## src/rtl/sym7_pkg.sv

```systemverilog
`timescale 1ns/1ps
package sym7_pkg;

    localparam int SYM_W     = 3;
    localparam int GROUP_LEN = 7;
    localparam int RADIX     = 5;
    localparam int WORD_W    = 16;
    localparam int CODE_W    = 17;
    localparam int CNT_W     = $clog2(GROUP_LEN);
    localparam int HIST_LEN  = GROUP_LEN - 1;

    localparam logic [SYM_W-1:0] SYM_MAX = SYM_W'(RADIX - 1);

    typedef enum logic [1:0] {
        K_DATA = 2'd0,
        K_SYNC = 2'd1,
        K_SIDE = 2'd2,
        K_BAD  = 2'd3
    } kind_e;

    // Marker digit at position pos: both ends 3, the inner five 4.
    function automatic logic [SYM_W-1:0] sync_digit(input int pos);
        return (pos == 0 || pos == GROUP_LEN - 1) ? SYM_W'(3) : SYM_W'(4);
    endfunction

    // Weight of a digit place: RADIX to the power k.
    function automatic logic [CODE_W-1:0] pow5(input logic [CNT_W-1:0] k);
        logic [CODE_W-1:0] r;
        r = CODE_W'(1);
        for (int j = 0; j < GROUP_LEN - 1; j++) begin
            if (j < int'(k)) r = CODE_W'(r * RADIX);
        end
        return r;
    endfunction

    function automatic int marker_value();
        int v;
        v = 0;
        for (int i = 0; i < GROUP_LEN; i++) v = v * RADIX + int'(sync_digit(i));
        return v;
    endfunction

    localparam int CODE_SPACE = RADIX ** GROUP_LEN;
    localparam int DATA_SPACE = 1 << WORD_W;
    localparam int SIDE_BASE  = DATA_SPACE + 1;
    localparam int SIDE_MAX   = CODE_SPACE - SIDE_BASE - 1;

    localparam logic [CODE_W-1:0] SYNC_CODE = CODE_W'(marker_value());
    localparam logic [CODE_W-1:0] SIDE_CODE = CODE_W'(SIDE_BASE);

endpackage

```

## src/rtl/sym7_digit.sv

```systemverilog
`timescale 1ns/1ps
module sym7_digit
    import sym7_pkg::*;
(
    input  logic [CODE_W-1:0] rem_i,
    input  logic [CNT_W-1:0]  place_i,
    output logic [SYM_W-1:0]  digit_o,
    output logic [CODE_W-1:0] rest_o
);
    localparam int STEPS = RADIX - 1;

    logic [CODE_W-1:0] weight;
    logic [STEPS-1:0]  above;

    assign weight = pow5(place_i);

    // One comparator per nonzero digit value; the digit is how many pass.
    for (genvar m = 1; m <= STEPS; m++) begin : g_thr
        assign above[m-1] = rem_i >= CODE_W'(m * weight);
    end

    assign digit_o = SYM_W'($countones(above));
    assign rest_o  = rem_i - CODE_W'(digit_o * weight);

endmodule

```

## src/rtl/sym7_enc_map.sv

```systemverilog
`timescale 1ns/1ps
module sym7_enc_map
    import sym7_pkg::*;
(
    input  kind_e             kind_i,
    input  logic [WORD_W-1:0] payload_i,
    output logic [CODE_W-1:0] code_o
);
    logic [CODE_W-1:0] wide;
    logic [CODE_W-1:0] side_idx;

    assign wide     = CODE_W'(payload_i);
    assign side_idx = (int'(payload_i) > SIDE_MAX) ? CODE_W'(SIDE_MAX) : wide;

    always_comb begin
        case (kind_i)
            K_SYNC:  code_o = SYNC_CODE;
            K_SIDE:  code_o = SIDE_CODE + side_idx;
            default: code_o = (wide < SYNC_CODE) ? wide : wide + CODE_W'(1);
        endcase
    end

endmodule

```

## src/rtl/sym7_dec_map.sv

```systemverilog
`timescale 1ns/1ps
module sym7_dec_map
    import sym7_pkg::*;
(
    input  logic [CODE_W-1:0] code_i,
    input  logic              bad_i,
    output kind_e             kind_o,
    output logic [WORD_W-1:0] data_o
);
    always_comb begin
        if (bad_i) begin
            kind_o = K_BAD;
            data_o = '0;
        end else if (code_i == SYNC_CODE) begin
            kind_o = K_SYNC;
            data_o = '0;
        end else if (code_i < SYNC_CODE) begin
            kind_o = K_DATA;
            data_o = code_i[WORD_W-1:0];
        end else if (code_i < SIDE_CODE) begin
            kind_o = K_DATA;
            data_o = WORD_W'(code_i - CODE_W'(1));
        end else begin
            kind_o = K_SIDE;
            data_o = WORD_W'(code_i - SIDE_CODE);
        end
    end

endmodule

```

## src/rtl/sym7_tx.sv

```systemverilog
`timescale 1ns/1ps
module sym7_tx
    import sym7_pkg::*;
(
    input  logic              clk,
    input  logic              rst_n,
    input  logic              in_valid,
    output logic              in_ready,
    input  kind_e             in_kind,
    input  logic [WORD_W-1:0] in_payload,
    output logic              sym_valid,
    input  logic              sym_ready,
    output logic [SYM_W-1:0]  sym
);
    typedef struct packed {
        logic              busy;
        logic [CNT_W-1:0]  idx;
        logic [CODE_W-1:0] rem;
    } tx_state_t;

    tx_state_t st_q, st_d;

    logic [CODE_W-1:0] load_code;
    logic [CODE_W-1:0] rest;
    logic [SYM_W-1:0]  digit;
    logic [CNT_W-1:0]  place;
    logic              last;

    sym7_enc_map u_map (
        .kind_i    (in_kind),
        .payload_i (in_payload),
        .code_o    (load_code)
    );

    assign place = CNT_W'(GROUP_LEN - 1) - st_q.idx;

    sym7_digit u_digit (
        .rem_i   (st_q.rem),
        .place_i (place),
        .digit_o (digit),
        .rest_o  (rest)
    );

    assign last      = st_q.idx == CNT_W'(GROUP_LEN - 1);
    assign sym_valid = st_q.busy;
    assign sym       = digit;
    assign in_ready  = !st_q.busy || (sym_ready && last);

    always_comb begin
        st_d = st_q;
        if (st_q.busy && sym_ready) begin
            st_d.rem = rest;
            st_d.idx = st_q.idx + CNT_W'(1);
            if (last) st_d.busy = 1'b0;
        end
        if (in_valid && in_ready) begin
            st_d.busy = 1'b1;
            st_d.idx  = '0;
            st_d.rem  = load_code;
        end
    end

    always_ff @(posedge clk or negedge rst_n) begin
        if (!rst_n) st_q <= '0;
        else        st_q <= st_d;
    end

endmodule

```

## src/rtl/sym7_rx.sv

```systemverilog
`timescale 1ns/1ps
module sym7_rx
    import sym7_pkg::*;
(
    input  logic              clk,
    input  logic              rst_n,
    input  logic              sym_valid,
    input  logic [SYM_W-1:0]  sym,
    output logic              out_valid,
    output kind_e             out_kind,
    output logic [WORD_W-1:0] out_data,
    output logic              aligned,
    output logic              sym_err
);
    typedef struct packed {
        logic                              aligned;
        logic [CNT_W-1:0]                  cnt;
        logic [CODE_W-1:0]                 acc;
        logic                              bad;
        logic [HIST_LEN-1:0][SYM_W-1:0]    hist;
        logic                              out_v;
        kind_e                             out_k;
        logic [WORD_W-1:0]                 out_d;
        logic                              sym_err;
    } rx_state_t;

    rx_state_t st_q, st_d;

    logic              sym_bad;
    logic [SYM_W-1:0]  digit;
    logic              first;
    logic [CODE_W-1:0] acc_base;
    logic [CODE_W-1:0] acc_next;
    logic              bad_next;
    logic              hunt_hit;
    kind_e             grp_kind;
    logic [WORD_W-1:0] grp_data;

    assign sym_bad  = sym > SYM_MAX;
    assign digit    = sym_bad ? '0 : sym;
    assign first    = st_q.cnt == '0;
    assign acc_base = first ? '0 : st_q.acc;
    assign acc_next = CODE_W'(acc_base * RADIX) + CODE_W'(digit);
    assign bad_next = (!first && st_q.bad) || sym_bad;

    // Window of the six previous symbols plus the current one against the marker.
    always_comb begin
        hunt_hit = (sym == sync_digit(GROUP_LEN - 1));
        for (int i = 0; i < HIST_LEN; i++) begin
            if (st_q.hist[i] != sync_digit(i)) hunt_hit = 1'b0;
        end
    end

    sym7_dec_map u_map (
        .code_i (acc_next),
        .bad_i  (bad_next),
        .kind_o (grp_kind),
        .data_o (grp_data)
    );

    always_comb begin
        st_d         = st_q;
        st_d.out_v   = 1'b0;
        st_d.sym_err = 1'b0;
        if (sym_valid) begin
            st_d.sym_err = sym_bad;
            for (int i = 0; i < HIST_LEN - 1; i++) st_d.hist[i] = st_q.hist[i+1];
            st_d.hist[HIST_LEN-1] = sym;
            if (!st_q.aligned) begin
                if (hunt_hit) begin
                    st_d.aligned = 1'b1;
                    st_d.cnt     = '0;
                    st_d.out_v   = 1'b1;
                    st_d.out_k   = K_SYNC;
                    st_d.out_d   = '0;
                end
            end else begin
                st_d.acc = acc_next;
                st_d.bad = bad_next;
                if (st_q.cnt == CNT_W'(GROUP_LEN - 1)) begin
                    st_d.cnt   = '0;
                    st_d.out_v = 1'b1;
                    st_d.out_k = grp_kind;
                    st_d.out_d = grp_data;
                end else begin
                    st_d.cnt = st_q.cnt + CNT_W'(1);
                end
            end
        end
    end

    always_ff @(posedge clk or negedge rst_n) begin
        if (!rst_n) st_q <= '0;
        else        st_q <= st_d;
    end

    assign out_valid = st_q.out_v;
    assign out_kind  = st_q.out_k;
    assign out_data  = st_q.out_d;
    assign aligned   = st_q.aligned;
    assign sym_err   = st_q.sym_err;

endmodule

```

## src/rtl/sym7_codec.sv

```systemverilog
`timescale 1ns/1ps
module sym7_codec
    import sym7_pkg::*;
(
    input  logic              clk,
    input  logic              rst_n,
    input  logic              tx_valid,
    output logic              tx_ready,
    input  logic [1:0]        tx_kind,
    input  logic [WORD_W-1:0] tx_payload,
    output logic              tx_s_valid,
    input  logic              tx_s_ready,
    output logic [SYM_W-1:0]  tx_s_sym,
    input  logic              rx_s_valid,
    input  logic [SYM_W-1:0]  rx_s_sym,
    output logic              rx_valid,
    output logic [1:0]        rx_kind,
    output logic [WORD_W-1:0] rx_data,
    output logic              rx_aligned,
    output logic              rx_sym_err
);
    kind_e tx_kind_e;
    kind_e rx_kind_e;

    assign tx_kind_e = kind_e'(tx_kind);

    sym7_tx u_tx (
        .clk        (clk),
        .rst_n      (rst_n),
        .in_valid   (tx_valid),
        .in_ready   (tx_ready),
        .in_kind    (tx_kind_e),
        .in_payload (tx_payload),
        .sym_valid  (tx_s_valid),
        .sym_ready  (tx_s_ready),
        .sym        (tx_s_sym)
    );

    sym7_rx u_rx (
        .clk       (clk),
        .rst_n     (rst_n),
        .sym_valid (rx_s_valid),
        .sym       (rx_s_sym),
        .out_valid (rx_valid),
        .out_kind  (rx_kind_e),
        .out_data  (rx_data),
        .aligned   (rx_aligned),
        .sym_err   (rx_sym_err)
    );

    assign rx_kind = rx_kind_e;

endmodule

```

## config.mk

```make
export PLATFORM = sky130hd
export DESIGN_NAME = sym7_codec
export DESIGN_NICKNAME = d
export VERILOG_FILES = /design/src/rtl/sym7_pkg.sv /design/src/rtl/sym7_digit.sv /design/src/rtl/sym7_enc_map.sv /design/src/rtl/sym7_dec_map.sv /design/src/rtl/sym7_tx.sv /design/src/rtl/sym7_rx.sv /design/src/rtl/sym7_codec.sv
export SDC_FILE = /design/constraint.sdc
export NUM_CORES = 1
export LEC_CHECK = 0
export BUFFER_PORTS_ARGS = -buffer_cell sky130_fd_sc_hd__buf_2
export CORE_MARGIN = 4
export CORE_UTILIZATION = 58
export CTS_CLUSTER_DIAMETER = 60
export CTS_CLUSTER_SIZE = 24
export DETAILED_ROUTE_END_ITERATION = 10
export PLACE_DENSITY_LB_ADDON = 0.05
export SYNTH_ARGS = -nofsm -noshare
export SYNTH_HDL_FRONTEND = slang
export SYNTH_SLANG_ARGS = --single-unit
```

## constraint.sdc

```tcl
create_clock -name clk -period 11.2 [get_ports clk]
set_input_delay 1.12 -clock clk [delete_from_list [all_inputs] [get_ports clk]]
set_output_delay 1.12 -clock clk [all_outputs]
set_load 0.01 [all_outputs]
```

---- Word-level counts from Yosys, hierarchy flattened ----
Cells that the tools add are included.
cells by class
  div/mod/pow operators ................... 0
  multipliers ............................. 8
  $add $sub $neg .......................... 12
  magnitude comparators ................... 15
  bitwise logic cells ..................... 0
  reduce and logical (&&, ||, !) cells .... 16
  shifts and indexed selects .............. 0
  equality and inequality tests ........... 13
  multiplexer cells ....................... 36
operators by type and width
  cell                      number
  $mux W17                  7
  $mul A17 B3 Y17 const B   6
  $mux W16                  5
  $ge A17 B17 Y1            4
  $mux W19                  3
  $mux W21                  2
  $pmux W17 S2              1
  $sub A16 B1 Y16 const B   2
  $mux W20                  1
  $add A16 B1 Y17 const B   1
  $add A17 B16 Y17 const A  1
  $add A17 B3 Y17           1
  $eq A17 B16 Y1 const B    1
  $lt A17 B16 Y1 const B    1
  $lt A17 B17 Y1 const B    1
  $mul A2 B17 Y17 const A   1
  $mul A3 B17 Y17           1
  $sub A17 B17 Y17          1
  $gt A16 B14 Y1 const B    1
  $lt A16 B16 Y1 const B    1
  $ne A3 B3 Y1 const B      5
  $mux W3                   4
  $mux W1                   8
  $mux W2                   4
  22 further kinds          37
storage, ports and cells
  latch bits .............................. 0
  ROM bits ................................ 0
  output and inout port bits .............. 26
  bits of input ports ..................... 26
  memories ................................ 0
  bits in registers ....................... 81
  word-level logic and storage cells ...... 117
  bits in writable memories ............... 0

---- Depth between registers and ports, before layout ----
Gate-level depths: netlist of the first run.
  depth after elaboration ................. 21
  gate-level depth with buffers ........... 59
  gate-level depth less buffers ........... 56

---- By module ----
A second synthesis of the first run with hierarchy kept.
second synthesis, totals
  cells, all modules ...................... 1,393
  area, all modules ....................... 11,808.8 um^2
by module, submodules not included
  module        area an instance (um^2)  seq. area each (um^2)  instances  cells an instance
  sym7_digit    4,710.8                  0.0                    1          618
  sym7_rx       3,774.9                  1,501.4                1          353
  sym7_tx       1,615.3                  525.5                  1          177
  sym7_enc_map  1,051.0                  0.0                    1          151
  sym7_dec_map  656.9                    0.0                    1          94

---- Worst setup path after synthesis of the first run ----
No wires, ideal clock.
  kind .................................... reg2reg
  from .................................... register u_tx.st_q[17] (netlist bit)
  to ...................................... register u_tx.st_q[16] (netlist bit)
  stages on the path, launching flop included .. 58
  required time ........................... 11.059 ns
  path buffers ............................ 3
  data arrival time ....................... 11.414 ns
  path slack .............................. -0.355 ns
  period minus slack after synthesis ...... 11.555 ns
  setup time .............................. 0.141 ns
  cell sequence ........................... dfrtp_1 -> clkbuf_1 -> inv_1 -> ha_1 -> buf_2 -> a21oi_4 -> inv_1 -> ha_1 -> ha_1 -> a31o_2 -> a21o_1 -> a21oi_1 -> nor2b_1 -> o21a_1 -> ha_1 -> ha_1 -> or3_1 -> o211ai_1 -> (+22 left out) -> ha_1 -> ha_1 -> clkbuf_1 -> nand2_1 -> fa_1 -> inv_1 -> fa_1 -> inv_1 -> ha_1 -> a21oi_1 -> a21boi_0 -> o31ai_1 -> a21oi_1 -> nand4_1 -> nand3_1 -> o41ai_1 -> xnor2_1 -> a31oi_1
on the way
  word-level cells in the longest chain between the ends .. 21
  elaborated cells between the ends (all ways) .. 35
  classes of those cells .................. 5 x add/sub; 7 x mul; 10 x order compare; 1 x eq/ne; 8 x mux; 4 x reduce/logical
ends and longest elaborated chain
  what                                   RTL line          RTL
  from (decl)                            sym7_tx.sv:21     tx_state_t st_q, st_d;
  from (signal assigned)                 sym7_tx.sv:65     else st_q <= st_d;
  $sub A3 B3 Y3 *                        sym7_tx.sv:35     assign place = CNT_W'(GROUP_LEN - 1) - st_q.idx;
  $lt A1 B3 Y1                           sym7_pkg.sv:31    if (j < int'(k)) r = CODE_W'(r * RADIX);
  $mux W3                                sym7_pkg.sv:31
  $mul A17 B3 Y17                        sym7_pkg.sv:31
  $mux W17                               sym7_pkg.sv:31
  $mul A17 B3 Y17                        sym7_pkg.sv:31
  $mux W17                               sym7_pkg.sv:31
  $mul A17 B3 Y17                        sym7_pkg.sv:31
  (+6 left out)                          -
  $ge A17 B17 Y1                         sym7_digit.sv:19  assign above[m-1] = rem_i >= CODE_W'(m * weight);
  $add A1 B1 Y2 (not written as such)    sym7_digit.sv:22  assign digit_o = SYM_W'($countones(above));
  $add A2 B2 Y3 (not written as such) *  sym7_digit.sv:22
  named net tx_s_sym[1]                  sym7_codec.sv:13  output logic [SYM_W-1:0] tx_s_sym,
  $mul A3 B17 Y17 *                      sym7_digit.sv:23  assign rest_o = rem_i - CODE_W'(digit_o * weight);
  $sub A17 B17 Y17 *                     sym7_digit.sv:23
  $mux W21 *                             sym7_tx.sv:51     if (st_q.busy && sym_ready) begin
  $mux W21 *                             sym7_tx.sv:56     if (in_valid && in_ready) begin
Mark *: on every way through the listed nets, which the timed path passes. The rest lies on a longest branch. The select of a mux whose other input is x is not followed.
A chain may end at the register's enable or synchronous reset.

---- Worst setup path in the final report of the first run ----
  from .................................... register u_tx.st_q[18] (netlist bit)
  to ...................................... register u_tx.st_q[16] (netlist bit)
on the way
  word-level cells in the longest chain between the ends .. 21
  elaborated cells between the ends (all ways) .. 35
  classes of those cells .................. 5 x add/sub; 7 x mul; 10 x order compare; 1 x eq/ne; 8 x mux; 4 x reduce/logical
ends and longest elaborated chain
  what                                 RTL line
  $sub A3 B3 Y3                        sym7_tx.sv:35
  $lt A1 B3 Y1                         sym7_pkg.sv:31
  $mux W3                              sym7_pkg.sv:31
  $mul A17 B3 Y17                      sym7_pkg.sv:31
  $mux W17                             sym7_pkg.sv:31
  $mul A17 B3 Y17                      sym7_pkg.sv:31
  $mux W17                             sym7_pkg.sv:31
  $mul A17 B3 Y17                      sym7_pkg.sv:31
  (+5 left out)                        -
  $mul A2 B17 Y17                      sym7_digit.sv:19
  $ge A17 B17 Y1                       sym7_digit.sv:19
  $add A1 B1 Y2 (not written as such)  sym7_digit.sv:22
  $add A2 B2 Y3 (not written as such)  sym7_digit.sv:22
  $mul A3 B17 Y17                      sym7_digit.sv:23
  $sub A17 B17 Y17                     sym7_digit.sv:23
  $mux W21                             sym7_tx.sv:51
  $mux W21                             sym7_tx.sv:56
Parallel ways exist; a longest one is shown, timed or not. The select of a mux whose other input is x is not followed.

==> metrics.md, run 1 <==
| Metric | Value |
|---|---|
| Overall Global Routing Usage | 0.247 |
| Cell taking the most area after synthesis | ha_1 |
| Die height | 144 µm |
| IO Count | 52 |
| Final period util | 0.956 |
| Synth top area share | 0.202 |
| Status | finished, final reports clean |
| Fin crit period | 10.71 ns |
| Post-synthesis cell area | 0.0107 mm² |
| Max stage delay on crit path | 0.52 ns |
| Worst path required time | 11.38 ns |
| WP data arrival | 10.89 ns |
| Synthesis-stage register bit count | 81 |
| CTS HTree Levels | 3 |
| Non-Filler Instances | 1581 |
| Drt wl/cell | 16.2 µm |
| Starting Density | 0.591 |
| Routability cong. | 0.872 |
| YS warnings | 0 |
| Largest net degree at the start of global routing | 75 |
| Largest cells by area after synthesis | ha_1 (20%), dfrtp_1 (19%), fa_1 (5.5%) |
| CTS root buf | clkbuf_16 |
| Via/cell ratio | 5.92 |
| Clock-pin slew on the worst setup and hold paths | 0.07 ns |
| CTS tree | built |
| Vias | 9366 |
| Slowest CP cell | fa_1 |
| Post-DP HPWL | 19900 µm |
| Kind of critical path | reg -> reg |
| Area Growth Syn to Fin | 11.9% |
| Die Span X | 144 µm |
| Worst hold path cell count | 2 |
| Sequential share of the synthesized area | 0.190 |
| TritonCTS Buffers | 9 |
| Antenna violations before repair | 0 |
| Achievable Freq | 93.4 MHz |
| FFs w/ async S/R, synth | 1.00 |
| Filler instances | 1592 |
| First-pass GRT wire length | 42300 µm |
| Top FF cell, synth | dfrtp_1 |
| Commonest non-fill, non-tap cell in the layout | ha_1 |
| Worst hold path type | reg -> reg |
| Core box area | 0.0180 mm² |
| Clock Path Buffers | 2 |
| Mean Syn Cell Area | 8.22 µm² |
| Crit end category | register |
| # port buffers | 51 |
| Rows | 49 |
| 1st-iter DRT viols | 558 |
| Die area | 0.0206 mm² |
| Clock Latency Late Sink | 0.35 ns |
| Mapped Cells | 1296 |
| Layout cells sized above 1 | 0.157 |
| Worst-margin pin slew | 1.14 ns |
| Slew headroom | 0.236 |
| Final instance area | 0.0119 mm² |
| Crit-path max FO | 8 |
| DR pass1 iterations | 5 |
| Setup violations, final | 0 |
| Post-route setup TNS | 0 ns |
| Post-DP Area | 0.0112 mm² |
| Critical Path Most Common Cell | ha_4 |
| Residual DRC count | 0 |
| Final Max Slew Viols | 0 |
| Count of cell types in the netlist | 83 |
| R2R depth | 54 |
| Max_cap viols | 0 |
| Final ANT Viol Nets | 0 |
| CP startpoint kind | register |
| Final hold violations | 0 |
| EDFF count, synth | 0 |
| Commonest cells after routing, fill and taps aside | ha_1 (153), nand2_1 (150), inv_1 (114), o21ai_0 (79), dfrtp_1 (79) |
| Vias in the first global route | 8935 |
| CTS sink count | 81 |
| Wirelength, routed | 25500 µm |
| Fin Clk Skew | 0.00954 ns |
| Nets | 1574 |
| Placed Cells | 1559 |
| Total grt overflow | 0 |
| ANT cells | 0 |
==> worst max-delay path, delay by kind of cell (launching register included) <==
| family | cells | cell delay [ns] |
|---|---|---|
| fa+ha+maj | 13 | 3.91 |
| compound gates | 21 | 3.71 |
| simple gates | 12 | 1.61 |
| xor+xnor | 4 | 0.60 |
| flops | 1 | 0.47 |
| buf+inv | 4 | 0.24 |
==> per-stage QoR <==
stage,util,hold WS (ns),setup slack (ns)
after floorplan,-,0.442,0.0116
after CTS,0.641,0.480,0.0344
after detailed placement,0.620,0.464,-0.150
after global routing,0.661,0.491,-0.0916
final,0.661,0.471,0.492
after global placement,0.620,0.456,0.00264
==> flip-flops by register name, summed over array words and instances (netlist names) <==
name	flops
u_rx.out_data	16
u_tx.st_q	20
u_rx.sym_err	1
u_rx.out_valid	1
u_tx.sym_valid	1
u_rx.out_kind	2
u_rx.st_q	39
u_rx.aligned	1
==> cell usage after synthesis, types with 4 or more instances <==
library cell	n
nand3_1	32
a31oi_1	16
a21oi_1	67
a211oi_1	13
fa_1	29
a31o_2	5
mux2_2	22
inv_1	118
nor4b_1	4
nor2b_1	28
o221ai_1	9
nand2b_1	14
a21boi_0	5
o22ai_1	9
and2_1	7
or3_1	7
a221oi_1	5
o21bai_1	4
and4_1	4
o31ai_1	7
clkbuf_1	27
nor3_1	28
o2111ai_1	5
nor2_1	75
nor4_1	7
buf_4	19
xnor2_1	45
nand3b_1	5
ha_1	172
a311oi_1	4
xor2_1	29
a21o_1	22
nand4_1	17
o21ai_0	82
a211o_1	5
or2_2	7
nand2_1	150
o21ai_1	9
dfrtp_1	81
and3_1	8
o211ai_1	11
o21a_1	22
mux2i_1	5
==> cell families (layout without fill, tap and decap cells) <==
logic type / Yosys count / count (layout) / share of synthesized area
buf+inv: 172 / 224 / 0.0684
fa+ha+maj: 203 / 203 / 0.258
other cells: 2 / 6 / 0.000705
compound gates: 332 / 332 / 0.205
flops: 81 / 81 / 0.190
simple gates: 401 / 401 / 0.180
mux: 28 / 28 / 0.0301
xor+xnor: 77 / 77 / 0.0665
==> layout make-up <==
class                      count  area (µm²)  share of cell area
clock buffer                   9         225              0.0189
clock inverter                 7         109             0.00914
inverter                     121         455              0.0382
multi-input combinational   1047        8280               0.695
sequential                    81        2030               0.170
tap                          229         287              0.0241
timing repair buffer          87         528              0.0443
==> layer usage <==
layer,share of wire,track usage
met1,0.45,0.324
met3,0.034,0.0316
met5,0,0
met2,0.49,0.433
met4,0.020,0.0575
==> timing repair <==
item	4_1_cts	5_1_grt
setup buffers	0	6
hold buffers	0	0
resized for setup	8	58
gates cloned	0	0
hold endpoints to repair	0	0
pin swaps	3	25
endpoints found under the setup margin	5	10
==> final timing paths <==
kind,startpoint,end,slack [ns]
worst max-delay path,u_tx.st_q[18]$_DFFE_PN0P_,u_tx.st_q[16]$_DFFE_PN0P_,0.49
worst min-delay path,u_rx.out_data[12]$_DFFE_PN0P_,u_rx.out_data[12]$_DFFE_PN0P_,0.47
worst max register to register,u_tx.st_q[18]$_DFFE_PN0P_,u_tx.st_q[16]$_DFFE_PN0P_,0.49
worst min register to register,u_rx.out_data[12]$_DFFE_PN0P_,u_rx.out_data[12]$_DFFE_PN0P_,0.47
max in group asynchronous,rst_n,u_tx.st_q[18]$_DFFE_PN0P_,9.39
min in group asynchronous,rst_n,u_rx.st_q[52]$_DFFE_PN0P_,0.57
Power of run 1 is left out: the tool's default activity adds up to more than one toggle a clock period on the data nets, which glitch-free logic cannot reach.
==> inputs of run 2 (changes only) <==
==> constraint.sdc (replaced) <==
create_clock -name clk -period 11.2 [get_ports clk]
set_input_delay 0 -clock clk [delete_from_list [all_inputs] [get_ports clk]]
set_output_delay 0 -clock clk [all_outputs]
set_load 0.01 [all_outputs]
==> metrics.md, run 2 (synthesis gave the netlist of run 1 again) <==
| Metric | Value |
|---|---|
| Status | finished, final reports clean |
| Final ANT Viol Nets | 0 |
| Via/cell ratio | 5.93 |
| Post-DP Area | 0.0112 mm² |
| Commonest cells after routing, fill and taps aside | ha_1 (153), nand2_1 (150), inv_1 (114), o21ai_0 (79), dfrtp_1 (79) |
| IO Count | 52 |
| Achievable Freq | 93.4 MHz |
| Core box area | 0.0180 mm² |
| Worst path required time | 11.38 ns |
| Critical Path Start | u_tx.st_q[18]$_DFFE_PN0P_ |
| Critical path depth | 54 |
| Fin crit period | 10.71 ns |
| Die Span X | 144 µm |
| Crit-path max FO | 8 |
| Critical path buffer and inverter count | 4 |
| Wirelength, routed | 25700 µm |
| Vias in the first global route | 9003 |
| DR pass1 iterations | 6 |
| CTS HTree Levels | 3 |
| Biggest register | u_rx.st_q |
| Post-DP HPWL | 19900 µm |
| Setup violations, final | 0 |
| Starting Density | 0.591 |
| 1st-iter DRT viols | 513 |
| Crit end category | register |
| CTS tree | built |
| Fin Clk Skew | 0.00919 ns |
| CTS root buf | clkbuf_16 |
| Slowest CP cell | fa_1 |
| CP startpoint kind | register |
| Final hold violations | 0 |
| Drt wl/cell | 16.2 µm |
| Kind of critical path | reg -> reg |
| Clock Path Buffers | 2 |
| Clock Latency Late Sink | 0.35 ns |
| Origin of the critical flop-to-flop path | u_tx.st_q[18]$_DFFE_PN0P_ |
| Largest register FFs | 39 |
| Crit path max-delay family | adder cells |
| TritonCTS Buffers | 9 |
| WP data arrival | 10.89 ns |
| Rows | 49 |
| Worst-margin pin slew | 1.15 ns |
| R2R depth | 54 |
| Overall Global Routing Usage | 0.248 |
| Vias | 9413 |
| Final Max Slew Viols | 0 |
| Clock-pin slew on the worst setup and hold paths | 0.07 ns |
| CTS sink count | 81 |
| Nets | 1581 |
| Filler instances | 1583 |
| Layout cells sized above 1 | 0.156 |
| ANT cells | 0 |
| # port buffers | 51 |
| Slew headroom | 0.230 |
| Critical R2R Capture | u_tx.st_q[16]$_DFFE_PN0P_ |
| Area Growth Syn to Fin | 12.5% |
| Commonest non-fill, non-tap cell in the layout | ha_1 |
| Die height | 144 µm |
| Final instance area | 0.0120 mm² |
| Total grt overflow | 0 |
| R2R Setup Slk | 0.49 ns |
| Routability cong. | 0.872 |
| Max_cap viols | 0 |
| Die area | 0.0206 mm² |
| Critical Path Most Common Cell | ha_4 |
| Worst hold path type | in -> reg |
| Worst Hold Slack | 0.0448 ns |
| Residual DRC count | 0 |
| Setup crit end | u_tx.st_q[16]$_DFFE_PN0P_ |
| Antenna violations before repair | 0 |
| Max stage delay on crit path | 0.52 ns |
| Final period util | 0.956 |
| Largest net degree at the start of global routing | 75 |
| Post-route setup TNS | 0 ns |
| First-pass GRT wire length | 42500 µm |
[run 2: changes by cell type in the layout (fill, tap and decap cells not counted)]
cell           previous run  this run
dlygate4sd3_1             0         7
[run 2: worst min-delay path: stages]
cell and delay [ns]:
buf_2 0.14, nand2_1 0.06, o21ai_0 0.08, a21oi_1 0.07
[run 2: how the worst min path moves through the flow]
| stage | start | end | slack [ns] | cells past startpoint |
|---|---|---|---|---|
| 2_1_floorplan | rst_n | u_rx.aligned$_DFFE_PN0P_ | -0.30 | 0 |
| 3_3_place_gp | rst_n | u_rx.st_q[51]$_DFFE_PN0P_ | -0.18 | 1 |
| 3_5_place_dp | rst_n | u_rx.st_q[54]$_DFFE_PN0P_ | -0.18 | 1 |
| 4_1_cts | tx_payload[4] | u_tx.st_q[4]$_DFFE_PN0P_ | 0.04 | 4 |
| 5_1_grt | tx_payload[4] | u_tx.st_q[4]$_DFFE_PN0P_ | 0.08 | 4 |
| 6_report | tx_payload[4] | u_tx.st_q[4]$_DFFE_PN0P_ | 0.04 | 4 |
[run 2: metrics by stage]
stage                     std cells   util  setup slack (ns)
after CTS                      1582  0.645            0.0344
after floorplan                1300      -            0.0116
after detailed placement       1559  0.620            -0.150
final                          1588  0.665             0.492
after global routing           1588  0.665           -0.0921
after global placement         1559  0.620           0.00264
[run 2: layout make-up]
class / instances / area [µm²] / share of cell area
well taps: 229 / 287 / 0.0239
clock inverters: 7 / 109 / 0.00908
flip-flops and latches: 81 / 2030 / 0.169
multi-input cells: 1047 / 8280 / 0.691
inverters: 121 / 455 / 0.0380
clock buffers: 9 / 225 / 0.0188
repair buffers: 94 / 598 / 0.0499
[run 2: repair_timing]
item | CTS | global route
buffers inserted | 0 | 6
hold endpoints to repair | 12 | 0
setup endpoints to repair | 5 | 10
pin swaps | 3 | 25
hold buffers | 7 | 0
gates resized for setup | 8 | 58
[run 2: layer usage]
metal	vias to the layer above	global-route usage	routed length (µm)
met5	-	0	0
met4	0	0.0595	523
met3	34	0.0326	861
met2	199	0.435	12700
met1	4462	0.324	11600
li1	4718	-	-
Power of run 2 is left out for the same reason.
